`config.mk`:
```
export PLATFORM = sky130hd
export DESIGN_NAME = otp_prot_reg
export DESIGN_NICKNAME = d
export VERILOG_FILES = /design/src/rtl/otp_prot_pkg.sv /design/src/rtl/otp_cmd_fsm.sv /design/src/rtl/otp_store.sv /design/src/rtl/otp_read_mux.sv /design/src/rtl/otp_prot_reg.sv
export SDC_FILE = /design/constraint.sdc
export NUM_CORES = 1
export LEC_CHECK = 0
export BUFFER_PORTS_ARGS = -buffer_cell sky130_fd_sc_hd__buf_2
export CORE_UTILIZATION = 59
export DETAILED_ROUTE_END_ITERATION = 12
export PLACE_DENSITY_LB_ADDON = 0.1
export SLEW_MARGIN = 20
export SYNTH_ARGS = -nofsm -noshare
export SYNTH_HDL_FRONTEND = slang
export SYNTH_SLANG_ARGS = --single-unit
```
`constraint.sdc`:
```
create_clock -name clk -period 4.6 [get_ports clk]
set_clock_uncertainty 0.05 [all_clocks]
set_input_delay 0.69 -clock clk [delete_from_list [all_inputs] [get_ports clk]]
set_output_delay 0.69 -clock clk [all_outputs]
set_load 0.1 [all_outputs]
```
`src/rtl/otp_prot_pkg.sv`:
```
package otp_prot_pkg;

    localparam int WORD_W = 16;

    // Command bytes (low data byte of a write cycle)
    localparam logic [7:0] CMD_PSETUP = 8'hC0;
    localparam logic [7:0] CMD_IDENT  = 8'h90;
    localparam logic [7:0] CMD_ARRAY  = 8'hFF;
    localparam logic [7:0] CMD_CLRERR = 8'h50;

    // Identification words
    localparam logic [WORD_W-1:0] MANUF_CODE = 16'h002C;
    localparam logic [WORD_W-1:0] DEV_TOP    = 16'h44B4;
    localparam logic [WORD_W-1:0] DEV_BOT    = 16'h44B5;

    // Factory lock bit: permanently programmed (0)
    localparam logic FACT_LOCK_N = 1'b0;

    typedef enum logic [1:0] {
        ST_ARRAY,
        ST_IDENT,
        ST_PSET_ARR,
        ST_PSET_ID
    } otp_state_e;

    typedef enum logic [1:0] {
        RGN_LOCK,
        RGN_FACT,
        RGN_USER,
        RGN_NONE
    } otp_region_e;

    // Word index inside a half: 81h/85h -> 0 ... 84h/88h -> 3
    function automatic logic [1:0] word_idx(input logic [31:0] a);
        return a[1:0] - 2'd1;
    endfunction

    function automatic otp_region_e region_of(input logic [31:0] a);
        if (a == 32'h80)
            return RGN_LOCK;
        else if (a >= 32'h81 && a <= 32'h84)
            return RGN_FACT;
        else if (a >= 32'h85 && a <= 32'h88)
            return RGN_USER;
        else
            return RGN_NONE;
    endfunction

endpackage

```
`src/rtl/otp_cmd_fsm.sv`:
```
module otp_cmd_fsm
    import otp_prot_pkg::*;
(
    input  logic              clk,
    input  logic              rst_n,
    input  logic              wr_en,
    input  logic [WORD_W-1:0] wr_data,
    output otp_state_e        state,
    output logic              pgm_fire,
    output logic              clr_err,
    output logic              id_mode
);

    otp_state_e state_nxt;
    logic [7:0] cmd;
    logic       cmd_known;

    assign cmd       = wr_data[7:0];
    assign cmd_known = (cmd == CMD_PSETUP) || (cmd == CMD_IDENT) ||
                       (cmd == CMD_ARRAY)  || (cmd == CMD_CLRERR);

    // Next-state logic
    always_comb begin
        state_nxt = state;
        unique case (state)
            ST_ARRAY, ST_IDENT: begin
                if (wr_en) begin
                    case (cmd)
                        CMD_PSETUP: state_nxt = (state == ST_IDENT) ? ST_PSET_ID : ST_PSET_ARR;
                        CMD_IDENT:  state_nxt = ST_IDENT;
                        CMD_ARRAY:  state_nxt = ST_ARRAY;
                        CMD_CLRERR: state_nxt = state;
                        default:    state_nxt = ST_ARRAY;
                    endcase
                end
            end
            ST_PSET_ARR: if (wr_en) state_nxt = ST_ARRAY;
            ST_PSET_ID:  if (wr_en) state_nxt = ST_IDENT;
        endcase
    end

    // State register
    always_ff @(posedge clk or negedge rst_n) begin
        if (!rst_n)
            state <= ST_ARRAY;
        else
            state <= state_nxt;
    end

    // Outputs
    always_comb begin
        pgm_fire = 1'b0;
        clr_err  = 1'b0;
        id_mode  = 1'b0;
        unique case (state)
            ST_ARRAY:    clr_err  = wr_en && (cmd == CMD_CLRERR);
            ST_IDENT: begin
                clr_err = wr_en && (cmd == CMD_CLRERR);
                id_mode = 1'b1;
            end
            ST_PSET_ARR: pgm_fire = wr_en;
            ST_PSET_ID: begin
                pgm_fire = wr_en;
                id_mode  = 1'b1;
            end
        endcase
    end

    // the data cycle returns to the mode that preceded the setup command
    p_data_to_ident_r10: assert property (@(posedge clk) disable iff (!rst_n)
        (wr_en && state == ST_PSET_ID) |=> (state == ST_IDENT));
    p_data_to_array_r10: assert property (@(posedge clk) disable iff (!rst_n)
        (wr_en && state == ST_PSET_ARR) |=> (state == ST_ARRAY));

    // an unrecognised command byte drops back to array mode
    p_unknown_cmd_r9: assert property (@(posedge clk) disable iff (!rst_n)
        (wr_en && !cmd_known && (state == ST_ARRAY || state == ST_IDENT))
        |=> (state == ST_ARRAY));

endmodule

```
`src/rtl/otp_store.sv`:
```
module otp_store
    import otp_prot_pkg::*;
#(
    parameter int ADDR_W = 20,
    parameter int NWORDS = 4
) (
    input  logic                         clk,
    input  logic                         rst_n,
    input  logic                         pgm_fire,
    input  logic [ADDR_W-1:0]            pgm_addr,
    input  logic [WORD_W-1:0]            pgm_data,
    input  logic                         clr_err,
    output logic [NWORDS-1:0][WORD_W-1:0] user_words,
    output logic                         user_unlk,
    output logic                         prog_err
);

    otp_region_e region;
    logic [1:0]  idx;
    logic        bad_req;
    logic        user_ok;

    assign region  = region_of(32'(pgm_addr));
    assign idx     = word_idx(32'(pgm_addr));
    assign user_ok = pgm_fire && (region == RGN_USER) && user_unlk;

    // The factory half is always locked (its lock bit is permanently 0)
    always_comb begin
        bad_req = 1'b0;
        if (pgm_fire) begin
            unique case (region)
                RGN_LOCK: bad_req = 1'b0;
                RGN_FACT: bad_req = (FACT_LOCK_N == 1'b0);
                RGN_USER: bad_req = !user_unlk;
                RGN_NONE: bad_req = 1'b1;
            endcase
        end
    end

    // User lock bit: can only be cleared
    always_ff @(posedge clk or negedge rst_n) begin
        if (!rst_n)
            user_unlk <= 1'b1;
        else if (pgm_fire && region == RGN_LOCK)
            user_unlk <= user_unlk & pgm_data[1];
    end

    // Sticky error flag
    always_ff @(posedge clk or negedge rst_n) begin
        if (!rst_n)
            prog_err <= 1'b0;
        else if (bad_req)
            prog_err <= 1'b1;
        else if (clr_err)
            prog_err <= 1'b0;
    end

    // One-way programmable user words
    for (genvar i = 0; i < NWORDS; i++) begin : g_word
        always_ff @(posedge clk or negedge rst_n) begin
            if (!rst_n)
                user_words[i] <= '1;
            else if (user_ok && idx == 2'(i))
                user_words[i] <= user_words[i] & pgm_data;
        end
    end

    // no stored bit ever rises
    p_one_way_r4: assert property (@(posedge clk) disable iff (!rst_n)
        ((user_words & ~$past(user_words)) == '0));

    // once cleared, the user lock stays cleared
    p_lock_sticky_r5: assert property (@(posedge clk) disable iff (!rst_n)
        !user_unlk |=> !user_unlk);

    // a program into a locked user half changes nothing and flags an error
    p_locked_no_change_r6: assert property (@(posedge clk) disable iff (!rst_n)
        (pgm_fire && region == RGN_USER && !user_unlk)
        |=> ($stable(user_words) && prog_err));

    // out-of-range or factory targets flag an error
    p_bad_target_r7: assert property (@(posedge clk) disable iff (!rst_n)
        (pgm_fire && (region == RGN_NONE || region == RGN_FACT))
        |=> ($stable(user_words) && prog_err));

    // the error flag holds until cleared
    p_err_sticky_r8: assert property (@(posedge clk) disable iff (!rst_n)
        (prog_err && !clr_err) |=> prog_err);

endmodule

```
`src/rtl/otp_read_mux.sv`:
```
module otp_read_mux
    import otp_prot_pkg::*;
#(
    parameter int          ADDR_W      = 20,
    parameter int          NWORDS      = 4,
    parameter logic [63:0] FACTORY_ID  = 64'h0123_4567_89AB_CDEF,
    parameter bit          BOTTOM_BOOT = 1'b0
) (
    input  logic                          id_mode,
    input  logic [ADDR_W-1:0]             rd_addr,
    input  logic [NWORDS-1:0][WORD_W-1:0] user_words,
    input  logic                          user_unlk,
    output logic [WORD_W-1:0]             rd_data
);

    logic [NWORDS-1:0][WORD_W-1:0] fact_words;
    logic [WORD_W-1:0]             dev_code;
    logic [WORD_W-1:0]             lock_word;
    logic [31:0]                   a;

    assign fact_words = FACTORY_ID;
    assign lock_word  = {{(WORD_W-2){1'b1}}, user_unlk, FACT_LOCK_N};
    assign a          = 32'(rd_addr);

    if (BOTTOM_BOOT) begin : g_bot
        assign dev_code = DEV_BOT;
    end else begin : g_top
        assign dev_code = DEV_TOP;
    end

    always_comb begin
        rd_data = '0;
        if (id_mode) begin
            if (a == 32'h0)
                rd_data = MANUF_CODE;
            else if (a == 32'h1)
                rd_data = dev_code;
            else begin
                unique case (region_of(a))
                    RGN_LOCK: rd_data = lock_word;
                    RGN_FACT: rd_data = fact_words[word_idx(a)];
                    RGN_USER: rd_data = user_words[word_idx(a)];
                    RGN_NONE: rd_data = '0;
                endcase
            end
        end
    end

endmodule

```
`src/rtl/otp_prot_reg.sv`:
```
module otp_prot_reg
    import otp_prot_pkg::*;
#(
    parameter int          ADDR_W      = 20,
    parameter logic [63:0] FACTORY_ID  = 64'h0123_4567_89AB_CDEF,
    parameter bit          BOTTOM_BOOT = 1'b0
) (
    input  logic              clk,
    input  logic              rst_n,
    input  logic              wr_en,
    input  logic [ADDR_W-1:0] wr_addr,
    input  logic [15:0]       wr_data,
    input  logic [ADDR_W-1:0] rd_addr,
    output logic [15:0]       rd_data,
    output logic              id_mode,
    output logic              prog_err
);

    localparam int NWORDS = 64 / WORD_W;

    otp_state_e                    state;
    logic                          pgm_fire;
    logic                          clr_err;
    logic [NWORDS-1:0][WORD_W-1:0] user_words;
    logic                          user_unlk;

    otp_cmd_fsm u_fsm (
        .clk      (clk),
        .rst_n    (rst_n),
        .wr_en    (wr_en),
        .wr_data  (wr_data),
        .state    (state),
        .pgm_fire (pgm_fire),
        .clr_err  (clr_err),
        .id_mode  (id_mode)
    );

    otp_store #(.ADDR_W(ADDR_W), .NWORDS(NWORDS)) u_store (
        .clk        (clk),
        .rst_n      (rst_n),
        .pgm_fire   (pgm_fire),
        .pgm_addr   (wr_addr),
        .pgm_data   (wr_data),
        .clr_err    (clr_err),
        .user_words (user_words),
        .user_unlk  (user_unlk),
        .prog_err   (prog_err)
    );

    otp_read_mux #(
        .ADDR_W      (ADDR_W),
        .NWORDS      (NWORDS),
        .FACTORY_ID  (FACTORY_ID),
        .BOTTOM_BOOT (BOTTOM_BOOT)
    ) u_rmux (
        .id_mode    (id_mode),
        .rd_addr    (rd_addr),
        .user_words (user_words),
        .user_unlk  (user_unlk),
        .rd_data    (rd_data)
    );

    // nothing is visible outside identification mode
    p_array_reads_zero_r9: assert property (@(posedge clk) disable iff (!rst_n)
        !id_mode |-> (rd_data == '0));

    // manufacturer code at address 0 in identification mode
    p_manuf_code_r2: assert property (@(posedge clk) disable iff (!rst_n)
        (id_mode && rd_addr == '0) |-> (rd_data == MANUF_CODE));

    // a program data cycle never leaves the mode it started in
    p_data_keeps_mode_r10: assert property (@(posedge clk) disable iff (!rst_n)
        pgm_fire |=> (id_mode == $past(id_mode)));

endmodule

```
==> out/summary.txt, run 1 <==
GLOBAL ROUTING
---------------------------------------------------------------------------------
Vias in the first global route                                               2746
Initial antenna violation count                                                 0
Overall fraction of global-route tracks in use                              0.291
Pin count of the biggest net entering global routing                           36
Overall overflow remaining after global route                                   0
First-pass GRT wire length                                                13.5 mm

LOGIC SYNTHESIS
---------------------------------------------------------------------------------
Fraction of synthesis flops using an asynchronous set or reset pin           1.00
Yosys warnings                                                                  0
Synth top area share                                                        0.482
Synth top cells by count                                             65 x sky130_fd_sc_hd__dfstp_2, 65 x sky130_fd_sc_hd__o21a_1, 26 x sky130_fd_sc_hd__nand3_1
Netlist area before placement                                            3540 µm²
Number of instances in the synthesized netlist                                293
Most used DFF post-synth                                             sky130_fd_sc_hd__dfstp_2
Cell type with the highest aggregate area in the netlist             sky130_fd_sc_hd__dfstp_2
Share of the yosys chip area belonging to registers                         0.504
Top cells by area, synth                                             sky130_fd_sc_hd__dfstp_2 48%, sky130_fd_sc_hd__o21a_1 14%, sky130_fd_sc_hd__mux4_2 10%
Net count after synthesis                                                     355
Register bit total from synthesis                                              68
Number of enable-type register cells in the synthesized netlist                 0
Number of distinct library cells after synthesis                               50
Post-synthesis area per instance                                         12.1 µm²

LAYOUT
---------------------------------------------------------------------------------
Non-filler instance count after layout                                        440
Area overhead of the layout relative to synthesis                           18.4%
Proportion of layout cells with a drive suffix above 1                      0.519
Final instance area                                                      4190 µm²
Final Util                                                                  0.743
Antenna diode count                                                             0
Final layout net count                                                        427

CLOCK NETWORK
---------------------------------------------------------------------------------
CTS sink cnt                                                                   68
CTS clock-pin slew for the worst setup and hold paths                       60 ps
Number of gates resized after CTS                                               0
CTS max path bufs                                                               2
Count of hold buffers inserted by post-cts repair                               0
Number of setup buffers added after CTS                                         0
Clock tree root driver cell                                          sky130_fd_sc_hd__clkbuf_8
H-Tree Level Count                                                              3
Clock tree from TritonCTS                                                   built
Insertion delay to the later sink of the worst-skew pair                   320 ps
Total CTS buffers                                                               9

SETUP PATH
---------------------------------------------------------------------------------
Startpoint types                                                     primary input
Classification of the worst setup path                                     in2out
Startpoint of the lowest-slack register-to-register path             u_store.user_unlk
Critical path endpoint category                                      primary output
Worst path arrival time                                                   2960 ps
Highest fanout seen on the critical path                                       18
CP required                                                               3860 ps
Path depth of the worst reg2reg path                                            4
Slack of the worst reg-to-reg path                                        2400 ps
Reg-to-Reg End                                                       u_store.user_words[25]

FLOORPLANNING
---------------------------------------------------------------------------------
Std-Cell Rows                                                                  27
Floorplan die area                                                       6320 µm²
Starting density of the core                                                0.628
Die width                                                                 79.5 µm
Die Ht                                                                    79.5 µm
Top-Level Pins                                                                 77
Area inside the core boundary                                            5640 µm²

STA
---------------------------------------------------------------------------------
Max Slew Vio Count                                                              0
Max-Slew Margin vs Limit                                                    0.318
Unrepaired setup endpoints after global routing                                no
Number of failing hold endpoints at the final stage                             0
Post-layout min period                                                    3700 ps
Fmax                                                                      270 MHz
Worst-case setup margin in the final layout                                896 ps
Slew @ Worst Pin                                                          1010 ps
Tcrit/Tclk final                                                            0.805
Setup violators final                                                           0
Sum of negative setup slack                                                  0 ps

POWER AND IR DROP
---------------------------------------------------------------------------------
Internal Dissipation                                                     0.913 mW
Part of the power in the clock network                                      0.400
Switching pwr                                                            0.273 mW
Maximum resistive drop on vdd                                            0.309 mV
Relative contribution of combinational cells to total power                 0.092
Total power per unit cell area                                         283 nW/µm²
Leak                                                                      1.56 nW
Switching power share of the total                                          0.230
Relative contribution of sequential cells to total power                    0.508

ROUTE
---------------------------------------------------------------------------------
Detail-routed net length per standard cell                                19.1 µm
Number of design rule violations left after detail routing                      0
Top routing layer in use                                                     met4
Wire length reported by the detailed router                               8.41 mm
Per-cell via count in the routed design                                      6.37
Met1 wire length                                                          3.49 mm
Number of iterations in the first detailed-routing pass                         5
DRC marker count from the first detailed-route iteration                      189
Vias post-DR                                                                 2803
Wire length on met2                                                       4.22 mm
Met3 routed WL                                                             592 µm
Number of antenna-violating nets in the routed design                           0

MIN PATH
---------------------------------------------------------------------------------
Worst-case hold path end point                                       u_store.user_words[30]
Path type of the worst min-delay path                                     reg2reg
Number of instances on the worst hold path                                      1
Worst Hold Launch                                                    u_store.user_words[30]

PLACE
---------------------------------------------------------------------------------
DP Cell Count                                                                 426
Post-placement worst setup slack                                           879 ps
Sum of net half-perimeters after detailed placement                       6.09 mm
Port bufs                                                                      76
Routability cong.                                                           0.905
Area post-placement                                                      4000 µm²

FLOW RUN
---------------------------------------------------------------------------------
Max capacitance violation total                                                 0

STATUS
---------------------------------------------------------------------------------
Outcome                                                              finished clean

## logic make-up after synthesis
kind of cell / share of synthesized area
AO/OA/AOI/OAI: 0.209
AND/OR/NAND/NOR: 0.138
flip-flops: 0.504
buffers and inverters: 0.0350
multiplexers: 0.102
adder cells (fa/ha/maj): 0.0106
XOR/XNOR: 0.00247
## sequential cells by signal (all words and copies together) (netlist names), named ones only
signal and count:
u_store.user_words 64, u_fsm.state 1, u_store.prog_err 1, u_store.user_unlk 1
## routing by layer
layer  vias up  global-route usage
met5         -                   0
met4         0               0.111
met3         9              0.0400
met2       129               0.502
met1      1391               0.371
li1       1274                   -
## layout by cell type, fill, tap and decap left out, types with 2 or more instances in the layout
master | netlist | final
sky130_fd_sc_hd__a211oi_1 | 3 | 2
sky130_fd_sc_hd__a21oi_2 | 0 | 4
sky130_fd_sc_hd__a31oi_1 | 8 | 4
sky130_fd_sc_hd__a31oi_2 | 0 | 4
sky130_fd_sc_hd__and4_1 | 4 | 4
sky130_fd_sc_hd__buf_2 | 6 | 76
sky130_fd_sc_hd__buf_4 | 0 | 2
sky130_fd_sc_hd__clkbuf_8 | 0 | 11
sky130_fd_sc_hd__dfrtp_1 | 3 | 3
sky130_fd_sc_hd__dfstp_2 | 65 | 65
sky130_fd_sc_hd__ha_1 | 3 | 3
sky130_fd_sc_hd__inv_1 | 9 | 9
sky130_fd_sc_hd__mux4_2 | 16 | 16
sky130_fd_sc_hd__nand2_1 | 8 | 8
sky130_fd_sc_hd__nand2b_1 | 2 | 2
sky130_fd_sc_hd__nand3_1 | 26 | 26
sky130_fd_sc_hd__nand4_1 | 4 | 4
sky130_fd_sc_hd__nor2_1 | 10 | 10
sky130_fd_sc_hd__nor2b_1 | 2 | 2
sky130_fd_sc_hd__nor3_1 | 5 | 5
sky130_fd_sc_hd__nor4_1 | 7 | 7
sky130_fd_sc_hd__nor4b_1 | 3 | 3
sky130_fd_sc_hd__o211ai_1 | 3 | 3
sky130_fd_sc_hd__o21a_1 | 65 | 65
sky130_fd_sc_hd__o41ai_1 | 2 | 2
## worst max path at each step
stage	from	slack, ps	cells past startpoint	endpoint
after global routing	rd_addr[0]	690	8	rd_data[1]
after detailed placement	rd_addr[0]	880	8	rd_data[1]
after global placement	rd_addr[0]	970	8	rd_data[1]
final	rd_addr[0]	900	8	rd_data[1]
after CTS	rd_addr[0]	880	8	rd_data[1]
after floorplan	rd_addr[0]	-210	8	rd_data[15]
## metrics by stage
| step | hold slack (ps) | total power [mW] |
|---|---|---|
| floorplan | 344 | 0.661 |
| global placement | 393 | 0.719 |
| detailed placement | 397 | 0.721 |
| CTS | 407 | 1.19 |
| global route | 415 | 1.23 |
| finish | 405 | 1.19 |
## power by group through the flow
stage | Sequential (mW) | Combinational (mW) | Clock (mW)
2_1_floorplan | 0.621 | 0.0405 | 0
3_3_place_gp | 0.612 | 0.107 | 0
3_5_place_dp | 0.612 | 0.109 | 0
4_1_cts | 0.603 | 0.109 | 0.480
5_1_grt | 0.603 | 0.119 | 0.504
6_report | 0.603 | 0.109 | 0.475
## final cells by class
cell class | count | area (µm²)
inverter | 9 | 33.8
timing repair buffer | 78 | 395
sequential | 68 | 1780
tap | 72 | 90.1
clock buffer | 12 | 155
clock inverter | 2 | 35.0
fill | 390 | 1450
multi-input combinational | 199 | 1700
## worst max-delay path, stage by stage
cell and delay (ps):
sky130_fd_sc_hd__buf_2 90, sky130_fd_sc_hd__buf_4 320, sky130_fd_sc_hd__ha_1 280, sky130_fd_sc_hd__nand2b_1 130, sky130_fd_sc_hd__a32o_1 510, sky130_fd_sc_hd__nand3_1 180, sky130_fd_sc_hd__a311oi_2 300, sky130_fd_sc_hd__buf_2 460
No activity file was read; power rests on OpenSTA's default activity.
==> run 2: changes to the inputs <==
--- a/config.mk
+++ b/config.mk
@@ -6,7 +6,7 @@
 export NUM_CORES = 1
 export LEC_CHECK = 0
 export BUFFER_PORTS_ARGS = -buffer_cell sky130_fd_sc_hd__buf_2
-export CORE_UTILIZATION = 59
+export CORE_UTILIZATION = 54
 export DETAILED_ROUTE_END_ITERATION = 12
 export PLACE_DENSITY_LB_ADDON = 0.1
 export SLEW_MARGIN = 20
==> constraint.sdc (replaced) <==
create_clock -name clk -period 3.7 [get_ports clk]
set_clock_uncertainty 0.05 [all_clocks]
set_input_delay 0.555 -clock clk [delete_from_list [all_inputs] [get_ports clk]]
set_output_delay 0.555 -clock clk [all_outputs]
set_load 0.1 [all_outputs]
==> run 2 against run 1 <==
Cell count is 2.7% higher. Core utilization fell by 1.8 points. Via count decreased by 0.64%. Clock power rose by 27%. Critical endpoint is now rd_data[7]. Non-clock buffer count grew 5. Highest routed layer unchanged. First-iteration DRC count fell by 38%. Critical path type unchanged.
==> out/summary.txt, run 2 (synthesis gave the netlist of run 1 again) <==
SETUP PATH
--------------------------------------------------------------------------
Ordered list of cells on the worst path                       buf_2 -> buf_4 -> ha_1 -> nor3b_1 -> a211oi_1 -> nand4_1 -> a31oi_4 -> buf_12
Cell family with most CP delay                                compound AO/OA/AOI/OAI gates
Startpoint of the lowest-slack register-to-register path      u_store.user_unlk
CP required                                                        3090 ps
Classification of the worst setup path                              in2out
Startpoint types                                              primary input
Slowest cell delay on critical path                                 490 ps
Slowest CP cell                                               sky130_fd_sc_hd__nand4_1
Slack of the worst reg-to-reg path                                 1480 ps
Critical path endpoint category                               primary output
Highest fanout seen on the critical path                                18
Reg-to-Reg End                                                u_store.user_words[20]
Path depth of the worst reg2reg path                                     4
Buf/Inv on CP                                                            3
Worst path arrival time                                            2780 ps

STA
--------------------------------------------------------------------------
Worst hold slack after final layout                                 177 ps
Fmax                                                               296 MHz
Max-Slew Margin vs Limit                                             0.434
Slew @ Worst Pin                                                    845 ps
Unrepaired setup endpoints after global routing                         no
Tcrit/Tclk final                                                     0.914
Number of failing hold endpoints at the final stage                      0
Setup violators final                                                    0
Post-layout min period                                             3380 ps
Max Slew Vio Count                                                       0

CLOCK NETWORK
--------------------------------------------------------------------------
CTS max path bufs                                                        2
Total CTS buffers                                                        9
Count of hold buffers inserted by post-cts repair                        0
Insertion delay to the later sink of the worst-skew pair            330 ps
Number of setup buffers added after CTS                                  0
H-Tree Level Count                                                       3
Clock tree from TritonCTS                                            built
CTS clock-pin slew for the worst setup and hold paths                80 ps
Clock tree root driver cell                                   sky130_fd_sc_hd__clkbuf_8
CTS sink cnt                                                            68
Number of gates resized after CTS                                        0

ROUTE
--------------------------------------------------------------------------
Number of antenna-violating nets in the routed design                    0
Per-cell via count in the routed design                               6.16
Wire length reported by the detailed router                        8.28 mm
Number of design rule violations left after detail routing               0
Detail-routed net length per standard cell                         18.3 µm
Vias post-DR                                                          2785
Number of iterations in the first detailed-routing pass                  4
DRC marker count from the first detailed-route iteration               117

LAYOUT
--------------------------------------------------------------------------
Final layout net count                                                 432
Highest-count cells in the layout ignoring fill and taps      65 x sky130_fd_sc_hd__o21a_1, 65 x sky130_fd_sc_hd__dfstp_2, 59 x sky130_fd_sc_hd__buf_2
Largest register FFs                                                    64
Final Util                                                           0.725
Antenna diode count                                                      0
Register with the most flip-flops                             u_store.user_words
Area overhead of the layout relative to synthesis                    29.9%
Proportion of layout cells with a drive suffix above 1               0.541
Non-filler instance count after layout                                 452

GLOBAL ROUTING
--------------------------------------------------------------------------
First-pass GRT wire length                                         14.1 mm
Overall overflow remaining after global route                            0
Pin count of the biggest net entering global routing                    49
Initial antenna violation count                                          0
Overall fraction of global-route tracks in use                       0.262
Vias in the first global route                                        2818

STATUS
--------------------------------------------------------------------------
Outcome                                                       finished clean

FLOW RUN
--------------------------------------------------------------------------
Max capacitance violation total                                          0

FLOORPLANNING
--------------------------------------------------------------------------
Die Ht                                                             83.0 µm
Top-Level Pins                                                          77
Area inside the core boundary                                     6350 µm²
Die width                                                          83.0 µm
Floorplan die area                                                6880 µm²
Std-Cell Rows                                                           29
Starting density of the core                                         0.558

POWER AND IR DROP
--------------------------------------------------------------------------
Internal Dissipation                                               1.11 mW
Switching pwr                                                     0.378 mW
Relative contribution of sequential cells to total power             0.503
Maximum resistive drop on vdd                                     0.545 mV
Part of the power in the clock network                               0.404
Total power of the final layout                                    1.49 mW
Relative contribution of combinational cells to total power          0.093
Total power per unit cell area                                  324 nW/µm²
Leak                                                               1.63 nW
Switching power share of the total                                   0.254

MIN PATH
--------------------------------------------------------------------------
Path type of the worst min-delay path                             in2async

PLACE
--------------------------------------------------------------------------
Sum of net half-perimeters after detailed placement                6.11 mm
Port bufs                                                               76
Routability cong.                                                    0.883
DP Cell Count                                                          436

run 2: power by group through the flow:
stage | clock (mW) | combinational, mW | sequential (mW)
after CTS | 0.610 | 0.138 | 0.749
after global placement | 0 | 0.134 | 0.761
after global routing | 0.638 | 0.152 | 0.750
after floorplan | 0 | 0.0512 | 0.772
final | 0.601 | 0.138 | 0.749
after detailed placement | 0 | 0.138 | 0.761
run 2: cell type report:
class / instances / area (µm²)
Multi-Input combinational cell: 199 / 1810
Sequential cell: 68 / 1780
Fill cell: 454 / 1750
Timing Repair Buffer: 83 / 676
Clock buffer: 9 / 124
Tap cell: 77 / 96.3
Clock inverter: 7 / 76.3
Inverter: 9 / 33.8
run 2: worst max path at each step:
stage | start | end | slack (ps) | cells after the start
final | rd_addr[0] | rd_data[7] | 320 | 8
after global routing | rd_addr[0] | rd_data[11] | 120 | 8
after CTS | rd_addr[0] | rd_data[7] | 310 | 8
after detailed placement | rd_addr[0] | rd_data[7] | 330 | 8
after global placement | rd_addr[0] | rd_data[11] | 370 | 8
after floorplan | rd_addr[0] | rd_data[9] | -500 | 10
run 2: per-layer routing:
metal / vias to the layer above / track usage / wire length, µm
met4: 0 / 0.0893 / 97
met2: 88 / 0.428 / 4140
li1: 1294 / - / -
met3: 8 / 0.0417 / 336
met1: 1395 / 0.359 / 3700
met5: - / 0 / 0
run 2: per-stage QoR:
step | cell area, µm² | setup slack [ps] | TNS [ps]
2_1_floorplan | 3720 | -499 | -851
3_3_place_gp | 4400 | 372 | 0
3_5_place_dp | 4400 | 330 | 0
4_1_cts | 4600 | 310 | 0
5_1_grt | 4600 | 122 | 0
6_report | 4600 | 317 | 0
